## src/rtl/usb_irq_agg_pkg.sv

```systemverilog
package usb_irq_agg_pkg;

  typedef enum logic [3:0] {
    RG_NONE, RG_REV, RG_CTRL, RG_STAT, RG_EOI,
    RG_SRC, RG_SET, RG_CLR, RG_MASK, RG_MSET, RG_MCLR, RG_MASKED
  } regId_t;

  // per-group write strobes, index 0 = endpoint word, 1 = core word
  typedef struct packed {
    logic [1:0] setWr;
    logic [1:0] clrWr;
    logic [1:0] maskWr;
    logic [1:0] mSetWr;
    logic [1:0] mClrWr;
    logic       softRst;
    logic       eoi;
  } strobe_t;

  localparam logic [7:0] OFS_REV  = 8'h00;
  localparam logic [7:0] OFS_CTRL = 8'h04;
  localparam logic [7:0] OFS_STAT = 8'h08;
  localparam logic [7:0] OFS_EOI  = 8'h60;

  function automatic logic [31:0] epValidMask(int epCnt, int rxLsb);
    logic [31:0] m;
    m = '0;
    for (int i = 0; i < epCnt; i++) m[i] = 1'b1;
    for (int i = 1; i < epCnt; i++) m[rxLsb + i] = 1'b1;
    return m;
  endfunction

  function automatic logic [31:0] coreValidMask(int cnt, int lsb);
    logic [31:0] m;
    m = '0;
    for (int i = 0; i < cnt; i++) m[lsb + i] = 1'b1;
    return m;
  endfunction

endpackage

```

## src/rtl/usb_irq_agg_ctrl.sv

```systemverilog
module usb_irq_agg_ctrl
  import usb_irq_agg_pkg::*;
#(
  parameter int ADDR_W = 8
) (
  input  logic              clk,
  input  logic              rstN,
  input  logic              busEn,
  input  logic              busWr,
  input  logic [ADDR_W-1:0] busAddr,
  input  logic              wBit0,
  input  logic              anyPend,
  output regId_t            regId,
  output logic              grpSel,
  output strobe_t           stb,
  output logic              armed,
  output logic              irqOut
);

  logic wrEn;
  logic [ADDR_W-6:0] blk;

  assign wrEn = busEn & busWr;
  assign blk  = busAddr[ADDR_W-1:5];

  // address decode
  always_comb begin
    regId  = RG_NONE;
    grpSel = 1'b0;
    if (busAddr == ADDR_W'(OFS_REV))       regId = RG_REV;
    else if (busAddr == ADDR_W'(OFS_CTRL)) regId = RG_CTRL;
    else if (busAddr == ADDR_W'(OFS_STAT)) regId = RG_STAT;
    else if (busAddr == ADDR_W'(OFS_EOI))  regId = RG_EOI;
    else if (blk == (ADDR_W-5)'(1) || blk == (ADDR_W-5)'(2)) begin
      grpSel = (blk == (ADDR_W-5)'(2));
      case (busAddr[4:0])
        5'h00:   regId = RG_SRC;
        5'h04:   regId = RG_SET;
        5'h08:   regId = RG_CLR;
        5'h0C:   regId = RG_MASK;
        5'h10:   regId = RG_MSET;
        5'h14:   regId = RG_MCLR;
        5'h18:   regId = RG_MASKED;
        default: regId = RG_NONE;
      endcase
    end
  end

  // strobes towards the datapath
  always_comb begin
    stb = '0;
    for (int g = 0; g < 2; g++) begin
      stb.setWr[g]  = wrEn && regId == RG_SET  && int'(grpSel) == g;
      stb.clrWr[g]  = wrEn && regId == RG_CLR  && int'(grpSel) == g;
      stb.maskWr[g] = wrEn && regId == RG_MASK && int'(grpSel) == g;
      stb.mSetWr[g] = wrEn && regId == RG_MSET && int'(grpSel) == g;
      stb.mClrWr[g] = wrEn && regId == RG_MCLR && int'(grpSel) == g;
    end
    stb.softRst = wrEn && regId == RG_CTRL && wBit0;
    stb.eoi     = wrEn && regId == RG_EOI;
  end

  // one-shot interrupt line, re-armed by end-of-interrupt
  always_ff @(posedge clk or negedge rstN) begin
    if (!rstN) begin
      armed  <= 1'b1;
      irqOut <= 1'b0;
    end else if (stb.softRst) begin
      armed  <= 1'b1;
      irqOut <= 1'b0;
    end else begin
      if (stb.eoi)               armed <= 1'b1;
      else if (armed && anyPend) armed <= 1'b0;
      irqOut <= irqOut ? anyPend : (armed && anyPend);
    end
  end

endmodule

```

## src/rtl/usb_irq_agg_dp.sv

```systemverilog
module usb_irq_agg_dp
  import usb_irq_agg_pkg::*;
#(
  parameter int          EP_CNT   = 16,
  parameter int          RX_LSB   = 16,
  parameter int          CORE_CNT = 9,
  parameter int          CORE_LSB = 16,
  parameter logic [31:0] REV_ID   = 32'h0002_0C31
) (
  input  logic                    clk,
  input  logic                    rstN,
  input  strobe_t                 stb,
  input  regId_t                  regId,
  input  logic                    grpSel,
  input  logic [31:0]             busWdata,
  input  logic [EP_CNT-1:0]       epTxEvt,
  input  logic [EP_CNT-1:1]       epRxEvt,
  input  logic [CORE_CNT-1:0]     coreEvt,
  input  logic                    vbusDrvIn,
  output logic [1:0][31:0]        srcOut,
  output logic [1:0][31:0]        maskOut,
  output logic                    anyPend,
  output logic [31:0]             busRdata
);

  localparam logic [31:0] EP_VALID   = epValidMask(EP_CNT, RX_LSB);
  localparam logic [31:0] CORE_VALID = coreValidMask(CORE_CNT, CORE_LSB);
  localparam logic [1:0][31:0] VALID = {CORE_VALID, EP_VALID};

  logic [1:0][31:0] hwEvt;
  logic [1:0][31:0] srcQ;
  logic [1:0][31:0] maskQ;
  logic [1:0]       vbusSync;

  // place event pulses into their word positions
  always_comb begin
    hwEvt = '0;
    for (int i = 0; i < EP_CNT; i++)   hwEvt[0][i] = epTxEvt[i];
    for (int i = 1; i < EP_CNT; i++)   hwEvt[0][RX_LSB + i] = epRxEvt[i];
    for (int i = 0; i < CORE_CNT; i++) hwEvt[1][CORE_LSB + i] = coreEvt[i];
  end

  for (genvar g = 0; g < 2; g++) begin : gGrp
    logic [31:0] setBits, clrBits, mSetBits, mClrBits;
    assign setBits  = stb.setWr[g]  ? busWdata : '0;
    assign clrBits  = stb.clrWr[g]  ? busWdata : '0;
    assign mSetBits = stb.mSetWr[g] ? busWdata : '0;
    assign mClrBits = stb.mClrWr[g] ? busWdata : '0;

    always_ff @(posedge clk or negedge rstN) begin
      if (!rstN) begin
        srcQ[g]  <= '0;
        maskQ[g] <= '0;
      end else if (stb.softRst) begin
        srcQ[g]  <= '0;
        maskQ[g] <= '0;
      end else begin
        // hardware event is ORed after the clear, so it wins a collision
        srcQ[g] <= ((srcQ[g] & ~clrBits) | setBits | hwEvt[g]) & VALID[g];
        if (stb.maskWr[g]) maskQ[g] <= busWdata & VALID[g];
        else               maskQ[g] <= ((maskQ[g] | mSetBits) & ~mClrBits) & VALID[g];
      end
    end
  end

  always_ff @(posedge clk or negedge rstN) begin
    if (!rstN) vbusSync <= '0;
    else       vbusSync <= {vbusSync[0], vbusDrvIn};
  end

  assign srcOut  = srcQ;
  assign maskOut = maskQ;
  assign anyPend = |(srcQ[0] & maskQ[0]) | |(srcQ[1] & maskQ[1]);

  always_comb begin
    case (regId)
      RG_REV:    busRdata = REV_ID;
      RG_STAT:   busRdata = {31'b0, vbusSync[1]};
      RG_SRC:    busRdata = srcQ[grpSel];
      RG_MASK:   busRdata = maskQ[grpSel];
      RG_MASKED: busRdata = srcQ[grpSel] & maskQ[grpSel];
      default:   busRdata = '0;
    endcase
  end

endmodule

```

## src/rtl/usb_irq_agg.sv

```systemverilog
module usb_irq_agg
  import usb_irq_agg_pkg::*;
#(
  parameter int          ADDR_W   = 8,
  parameter int          EP_CNT   = 16,
  parameter int          RX_LSB   = 16,
  parameter int          CORE_CNT = 9,
  parameter int          CORE_LSB = 16,
  parameter logic [31:0] REV_ID   = 32'h0002_0C31
) (
  input  logic                clk,
  input  logic                rstN,
  input  logic                busEn,
  input  logic                busWr,
  input  logic [ADDR_W-1:0]   busAddr,
  input  logic [31:0]         busWdata,
  output logic [31:0]         busRdata,
  input  logic [EP_CNT-1:0]   epTxEvt,
  input  logic [EP_CNT-1:1]   epRxEvt,
  input  logic [CORE_CNT-1:0] coreEvt,
  input  logic                vbusDrvIn,
  output logic                irqOut
);

  localparam logic [31:0] CORE_VALID = coreValidMask(CORE_CNT, CORE_LSB);

  regId_t           regId;
  logic             grpSel;
  strobe_t          stb;
  logic             armed;
  logic             anyPend;
  logic [1:0][31:0] srcOut;
  logic [1:0][31:0] maskOut;
  logic [31:0]      epSrc, coreSrc, epMask, coreMask, coreValid;

  assign epSrc     = srcOut[0];
  assign coreSrc   = srcOut[1];
  assign epMask    = maskOut[0];
  assign coreMask  = maskOut[1];
  assign coreValid = CORE_VALID;

  usb_irq_agg_ctrl #(.ADDR_W(ADDR_W)) uCtrl (
    .clk(clk), .rstN(rstN), .busEn(busEn), .busWr(busWr),
    .busAddr(busAddr), .wBit0(busWdata[0]), .anyPend(anyPend),
    .regId(regId), .grpSel(grpSel), .stb(stb), .armed(armed),
    .irqOut(irqOut)
  );

  usb_irq_agg_dp #(
    .EP_CNT(EP_CNT), .RX_LSB(RX_LSB), .CORE_CNT(CORE_CNT),
    .CORE_LSB(CORE_LSB), .REV_ID(REV_ID)
  ) uDp (
    .clk(clk), .rstN(rstN), .stb(stb), .regId(regId), .grpSel(grpSel),
    .busWdata(busWdata), .epTxEvt(epTxEvt), .epRxEvt(epRxEvt),
    .coreEvt(coreEvt), .vbusDrvIn(vbusDrvIn), .srcOut(srcOut),
    .maskOut(maskOut), .anyPend(anyPend), .busRdata(busRdata)
  );

endmodule

```

## config.mk

```make
export PLATFORM = sky130hd
export DESIGN_NAME = usb_irq_agg
export DESIGN_NICKNAME = d
export VERILOG_FILES = /design/src/rtl/usb_irq_agg_pkg.sv /design/src/rtl/usb_irq_agg_ctrl.sv /design/src/rtl/usb_irq_agg_dp.sv /design/src/rtl/usb_irq_agg.sv
export SDC_FILE = /design/constraint.sdc
export NUM_CORES = 1
export LEC_CHECK = 0
export ABC_CLOCK_PERIOD_IN_PS = 5100
export BUFFER_PORTS_ARGS = -buffer_cell sky130_fd_sc_hd__buf_2
export CAP_MARGIN = 40
export CORE_ASPECT_RATIO = 1.5
export CORE_MARGIN = 5
export CORE_UTILIZATION = 60
export DETAILED_ROUTE_END_ITERATION = 12
export GPL_TIMING_DRIVEN = 0
export PLACE_DENSITY = 0.86
export SKIP_LAST_GASP = 1
export SLEW_MARGIN = 20
export SYNTH_ARGS = -nofsm -noshare
export SYNTH_HDL_FRONTEND = slang
export SYNTH_HIERARCHICAL = 1
export SYNTH_SLANG_ARGS = --single-unit
```

## constraint.sdc

```tcl
create_clock -name clk -period 5.1 [get_ports clk]
set_clock_uncertainty 0.1 [all_clocks]
set_input_delay 0 -clock clk [delete_from_list [all_inputs] [get_ports clk]]
set_output_delay 0 -clock clk [all_outputs]
set_load 0.01 [all_outputs]
```

After elaboration in Yosys (flattened, before gate mapping)
Index checks and enable logic that the tools add are counted. Widths: inputs -> output; s select.

Register bits after elaboration: 125. Input port bits: 85. Output and inout bits: 33.

Order comparisons: 1. Eq/ne operators: 22. Mux-type cells: 35. Bitwise gates (word level): 20. Reduce and logical (&&, ||, !) cells: 25.

Operators with widths (number): $mux 32 (12); $pmux 32 s5 (1); $mux 25 (6); $and 32x32->32 (4); $or 32x32->32 (3); $or 25x25->25 (3); $not 32->32 (2); $reduce_or 32->1 (2); $and 25x25->25 (2); $not 25->25 (2); $and 25x32->32 (1); $pmux 4 s7 (1); $mux 4 (5); $logic_and 1x1->1 (19); $eq 4x3->1 const B (4); $eq 4x4->1 const B (4); $eq 5x5->1 const B (3); $eq 5x4->1 const B (2); $mux 1 (10); $eq 4x2->1 const B (2); $eq 8x3->1 const B (1); $eq 8x4->1 const B (1); $eq 8x7->1 const B (1); $logic_not 8->1 (1); 11 further kinds (11).

Longest topological paths before layout
Gate-level depths: netlist (run 1).

Word-level depth: 16. Mapped depth: 11.

Hierarchy
Netlist (run 1), hierarchy kept.

By module, submodules not included: usb_irq_agg_dp (instances 1, cells each 647, area an instance 5232.5 µm², seq. area each 2052.0 µm²); usb_irq_agg_ctrl (instances 1, cells each 51, area an instance 394.1 µm², seq. area each 51.3 µm²).

Worst setup path before layout (run 1)
Ideal clock, no wire load.

Kind: input to register. Start: input busAddr[2]. End: register uDp.maskQ (netlist bit uDp/maskOut[24]). Library setup time: 86 ps. Arrival time: 2330 ps. Slack: 2583 ps. Stages on the path: 9. Path buffers: 3. Cells stage by stage: buf_4 > or4_1 > or3b_2 > nor3_1 > or2_2 > clkbuf_1 > buf_2 > a21oi_1 > nor3_1.

RTL lines: start: declaration (RTL line usb_irq_agg.sv:15) `input logic [ADDR_W-1:0] busAddr,`; end signal: indexed assignment (RTL line usb_irq_agg_dp.sv:60) `if (stb.maskWr[g]) maskQ[g] <= busWdata & VALID[g];`; end signal: indexed assignment (RTL line usb_irq_agg_dp.sv:61) `else maskQ[g] <= ((maskQ[g] | mSetBits) & ~mClrBits) & VALID[g];`; end: declaration (RTL line usb_irq_agg_dp.sv:32) `logic [1:0][31:0] maskQ;`.

==> impl_metrics.csv, run 1 <==
group,metric,value,unit
worst_setup_path,crit_top_cell,"nor2_1",
finish,final_cell_mix,"buf_2 (114), dlygate4sd3_1 (92), nand2_1 (89)",
global_routing,grt_overflow,0,
finish,stdcell_count,973,
clocking,cts_root_buffer,"clkbuf_16",
flow_run,cap_violations,0,
clocking,cts-buffers-inserted,9,
finish,final_area,7190,µm²
timing,worstMarginPinSlew,0.967,ns
yosys,ys_warn_count,6,
worst_setup_path,crit_path_start_kind,"input port",
worst_setup_path,arrival,3.69,ns
status,violations,"design-rule violations",
finish,drive_above_1_share,0.196,
finish,fillCellCount,490,
timing,hold_viol_final,0,
worst_hold_path,hold_path.class,"in -> reg",
global_routing,track_usage,0.453,
floorplanning,die-area,10800,µm²
timing,max_freq,279,MHz
global_routing,grt_pass1_wl,37.7,mm
timing,slew_headroom,0.355,
timing,hold_ws,0.0116,ns
clocking,h-tree-depth,3,
power_and_ir_drop,p_leak,2.78,nW
clocking,clock_latency,0.35,ns
yosys,synth_area,5260,µm²
global_routing,grt_max_degree,58,
drt,finalWirelength,24.3,mm
timing,maxSlewViolCount,0,
finish,antenna_cells,0,
drt,via_count,7035,
power_and_ir_drop,p_int,1.17,mW
finish,final_util,0.844,
placed_design,dp_cells,866,
placed_design,place_ws,2.10,ns
worst_setup_path,crit_type,"in -> reg",
timing,period_needed,3.58,ns
finish,seq_area,2100,µm²
power_and_ir_drop,p_per_area,217,nW/µm²
yosys,syn_inst,648,
power_and_ir_drop,p_sw,0.393,mW
timing,tns,0,ns
drt,detail_route.vias_per_cell,7.23,
floorplanning,die_h,125,µm
placed_design,place_area,5970,µm²
global_routing,antenna_found_initial,0,
worst_setup_path,worstPathCellList,"buf_2 > or3_4 > a2111oi_2 > nand4_1 > nor2_1 > buf_1 > nand2_1 > a221oi_1 > dlygate4sd3_1 > nor2_1",
finish,layout_commonest_cell,"buf_2",
floorplanning,start_util,0.618,
clocking,cts_tree,"built",
drt,avgRoutedWirePerCell,25.0,µm
timing,min_period_over_period,0.702,
floorplanning,die_w,86.4,µm
power_and_ir_drop,clkPwrFrac,0.431,
power_and_ir_drop,combPwrFrac,0.131,
finish,multi_input_area,2890,µm²
worst_setup_path,max_stage_delay,0.77,ns
placed_design,hpwl,14.4,mm
drt,antenna_left,0,
timing,setup_viol,0,
yosys,syn_nets,733,
yosys,syn_avg_cell_area,8.12,µm²
drt,drtIter0Drc,1199,
floorplanning,io_pins,118,
placed_design,gp_congestion,0.932,
status,status,"finished, violations left",
worst_setup_path,slowest_stage,"buf_1",
floorplanning,rows,41,
timing,rsz0062_at_grt,"no",
clocking,cts_max_path_buffers,2,
power_and_ir_drop,swShare,0.252,
drt,drc,3,
finish,num-nets-final,948,
power_and_ir_drop,p_seq_frac,0.438,
drt,drtPass1Iterations,13,
clocking,clkSlewWorstSetupHoldPaths,0.06,ns
power_and_ir_drop,p_total,1.56,mW
placed_design,numPortBuffers,108,
finish,area_growth_syn_to_layout,36.7,%
timing,setup_slack,1.52,ns
worst_setup_path,cp_max_fo,10,
worst_setup_path,required,5.21,ns
global_routing,grt_pass1_vias,7122,
worst_setup_path,crit_path_end_kind,"flip-flop",
power_and_ir_drop,peakVddDrop,193,µV
floorplanning,coreArea,8520,µm²
clocking,clock_sinks,84,
-- final cells by class --
cell class	instances	share of cell area
Multi-Input combinational cell	503	0.402
Sequential cell	84	0.293
Timing Repair Buffer	204	0.209
Clock buffer	12	0.0357
Buffer	55	0.0332
Tap cell	107	0.0186
Clock inverter	2	0.00487
Inverter	6	0.00313
-- registers in the layout, indices dropped and copies added (netlist names) --
name          flops
uDp/maskOut      40
uCtrl/irqOut      1
uDp/vbusSync      2
uDp/srcOut       40
uCtrl/armed       1
-- what timing repair did --
action / 4_1_cts / 5_1_grt
hold buffers: 92 / 0
gates resized for setup: 0 / 0
endpoints found under the setup margin: 0 / 0
hold endpoints to repair: 151 / 0
buffers inserted: 0 / 0
-- worst max-delay path, delay by kind of cell --
family,cells,cell delay (ns)
simple gates,5,1.24
compound gates,2,0.93
buf+inv,3,1.50
-- per-layer routing --
| layer | track usage | part of all wire | vias to the layer above |
|---|---|---|---|
| met4 | 0.361 | 0.11 | 0 |
| met1 | 0.517 | 0.31 | 3133 |
| met2 | 0.686 | 0.45 | 767 |
| li1 | - | - | 2829 |
| met5 | 0 | 0 | - |
| met3 | 0.137 | 0.13 | 306 |
-- power groups by stage --
| stage | combinational, mW | clock, mW | sequential [mW] |
|---|---|---|---|
| floorplan | 0.0697 | 0 | 0.693 |
| global placement | 0.140 | 0 | 0.695 |
| detailed placement | 0.149 | 0 | 0.695 |
| CTS | 0.191 | 0.655 | 0.683 |
| global route | 0.219 | 0.695 | 0.684 |
| finish | 0.205 | 0.674 | 0.684 |
-- path summary, 6_finish.rpt --
path | start | to | slack (ns) | cells after the start
setup / recovery | busAddr[7] | uDp/srcOut[25] | 1.52 | 10
hold / removal | busWdata[21] | uDp/maskOut[53] | 0.01 | 3
setup reg to reg | uDp/maskOut[9] | uCtrl/armed | 2.10 | 7
hold reg to reg | uDp/vbusSync[0] | uDp/vbusSync[1] | 0.26 | 0
max in group asynchronous | rstN | uCtrl/armed | 4.18 | 3
min in group asynchronous | rstN | uDp/srcOut[21] | 0.03 | 2
Power figures use the tool's default switching activity.
==> run 2, diff against run 1 <==
ABC_CLOCK_PERIOD_IN_PS = 3570   (was 5100)
CORE_UTILIZATION = 56   (was 60)
PLACE_DENSITY = 0.81   (was 0.86)
clock period = 3.57 ns   (was 5.1 ns; I/O delays follow)
==> impl_metrics.csv, run 2 (same netlist as run 1, synthesis figures left out) <==
group,metric,value,unit
placed_design,gp_congestion,0.966,
placed_design,place_ws,0.556,ns
drt,detail_route.vias_per_cell,6.84,
clocking,cts-buffers-inserted,9,
finish,final_cell_mix,"buf_2 (114), dlygate4sd3_1 (95), nand2_1 (89)",
finish,final_area,7240,µm²
clocking,clock_latency,0.34,ns
timing,slew_headroom,0.394,
floorplanning,io_pins,118,
clocking,clock_sinks,84,
worst_setup_path,crit_top_cell,"nor2_1",
finish,final_util,0.787,
drt,drc,1,
worst_setup_path,arrival,3.49,ns
placed_design,place_area,5980,µm²
worst_hold_path,hold_path.class,"in -> reg",
timing,tns,0,ns
worst_setup_path,crit_type,"in -> reg",
timing,hold_viol_final,0,
timing,period_needed,3.40,ns
global_routing,grt_pass1_wl,34.5,mm
floorplanning,rows,43,
drt,via_count,6724,
timing,setup_slack,0.167,ns
power_and_ir_drop,p_per_area,308,nW/µm²
timing,hold_ws,0.0287,ns
floorplanning,start_util,0.572,
floorplanning,die_w,89.1,µm
timing,rsz0062_at_grt,"no",
worst_setup_path,max_stage_delay,0.68,ns
drt,finalWirelength,22.4,mm
finish,area_growth_syn_to_layout,37.7,%
clocking,h-tree-depth,3,
timing,setup_viol,0,
worst_setup_path,cp_max_fo,10,
worst_setup_path,slowest_stage,"buf_1",
status,status,"finished, violations left",
drt,antenna_left,0,
power_and_ir_drop,p_leak,2.79,nW
clocking,clkSlewWorstSetupHoldPaths,0.06,ns
placed_design,hpwl,14.4,mm
global_routing,grt_pass1_vias,6651,
worst_setup_path,crit_buf_inv,3,
worst_setup_path,r2r_slack,1.35,ns
floorplanning,die_h,129,µm
floorplanning,die-area,11500,µm²
worst_setup_path,rr_endpoint,"uCtrl/armed",
worst_setup_path,crit_path_start_kind,"input port",
finish,antenna_cells,0,
worst_setup_path,worstPathCellList,"buf_2 > or3_4 > a2111oi_2 > nand4_1 > nor2_1 > buf_1 > nand2_1 > a221oi_1 > dlygate4sd3_1 > nor2_1",
drt,drtPass1Iterations,12,
drt,avgRoutedWirePerCell,22.8,µm
power_and_ir_drop,peakVddDrop,307,µV
clocking,post-cts-setup-buffers,0,
timing,maxSlewViolCount,0,
worst_setup_path,required,3.66,ns
global_routing,antenna_found_initial,0,
global_routing,grt_overflow,0,
global_routing,track_usage,0.397,
worst_setup_path,crit_family,"buffers and inverters",
worst_hold_path,min_path_cells,3,
clocking,cts_tree,"built",
clocking,cts_max_path_buffers,2,
timing,max_freq,294,MHz
global_routing,grt_max_degree,45,
drt,drtIter0Drc,973,
clocking,ctsResizeCount,0,
clocking,hold_buffers,95,
placed_design,numPortBuffers,108,
finish,layout_commonest_cell,"buf_2",
finish,num-nets-final,951,
status,violations,"design-rule violations",
worst_setup_path,crit_path_end_kind,"flip-flop",
worst_hold_path,hold_path_end,"uDp/maskOut[24]",
flow_run,cap_violations,0,
finish,drive_above_1_share,0.197,
timing,worstMarginPinSlew,0.908,ns
worst_setup_path,crit-reg2reg-launch,"uDp/maskOut[9]",
floorplanning,coreArea,9200,µm²
worst_hold_path,worstHoldStart,"busWdata[24]",
timing,min_period_over_period,0.953,
worst_setup_path,worst_r2r_path_depth,6,
clocking,cts_root_buffer,"clkbuf_16",
## run 2: cell types whose count changed in the layout (fill, tap and decap cells not counted), sizes merged
cell         delta
clkinv          +1
clkinvlp        +1
dlygate4sd3     +3
## run 2: worst max path at each step
stage          cells after the start  startpoint         endpoint  slack, ns
2_1_floorplan                      9  busAddr[2]  uDp/maskOut[24]       1.05
5_1_grt                           10  busAddr[7]   uDp/srcOut[14]       0.06
3_5_place_dp                       9  busAddr[7]   uDp/srcOut[14]       0.56
6_report                          10  busAddr[7]   uDp/srcOut[14]       0.17
4_1_cts                           10  busAddr[7]   uDp/srcOut[14]       0.39
3_3_place_gp                       9  busAddr[2]  uDp/maskOut[20]       0.30
## run 2: routing by layer
metal  routed length (µm)  global-route usage
met2                10500               0.633
met1                 7480               0.477
met4                 1840               0.268
met5                    0                   0
met3                 2630              0.0762
## run 2: power by group
group / internal, mW / total, mW / switching [mW] / leakage (nW)
clock: 0.578 / 0.964 / 0.386 / 0.149
sequential: 0.965 / 0.977 / 0.0120 / 0.958
combinational: 0.136 / 0.288 / 0.153 / 1.68
total: 1.68 / 2.23 / 0.551 / 2.79
## run 2: layout make-up
| type | count | area [µm²] |
|---|---|---|
| clock inverter | 4 | 47.5 |
| sequential | 84 | 2100 |
| buffer | 55 | 239 |
| fill | 612 | 1960 |
| timing repair buffer | 207 | 1540 |
| tap | 112 | 140 |
| clock buffer | 12 | 256 |
| inverter | 6 | 22.5 |
| multi-input combinational | 503 | 2890 |
## run 2: tightest hold or removal path, delay by kind of cell
kind / cells / cell delay [ns]
AND/OR/NAND/NOR: 1 / 0.06
buffers and inverters: 1 / 0.19
AO/OA/AOI/OAI: 1 / 0.18
## run 2: through the flow
stage	power, mW	std cells
final	2.23	983
after global routing	2.30	983
after CTS	2.22	982
after detailed placement	1.21	871
after global placement	1.19	868
after floorplan	1.09	648
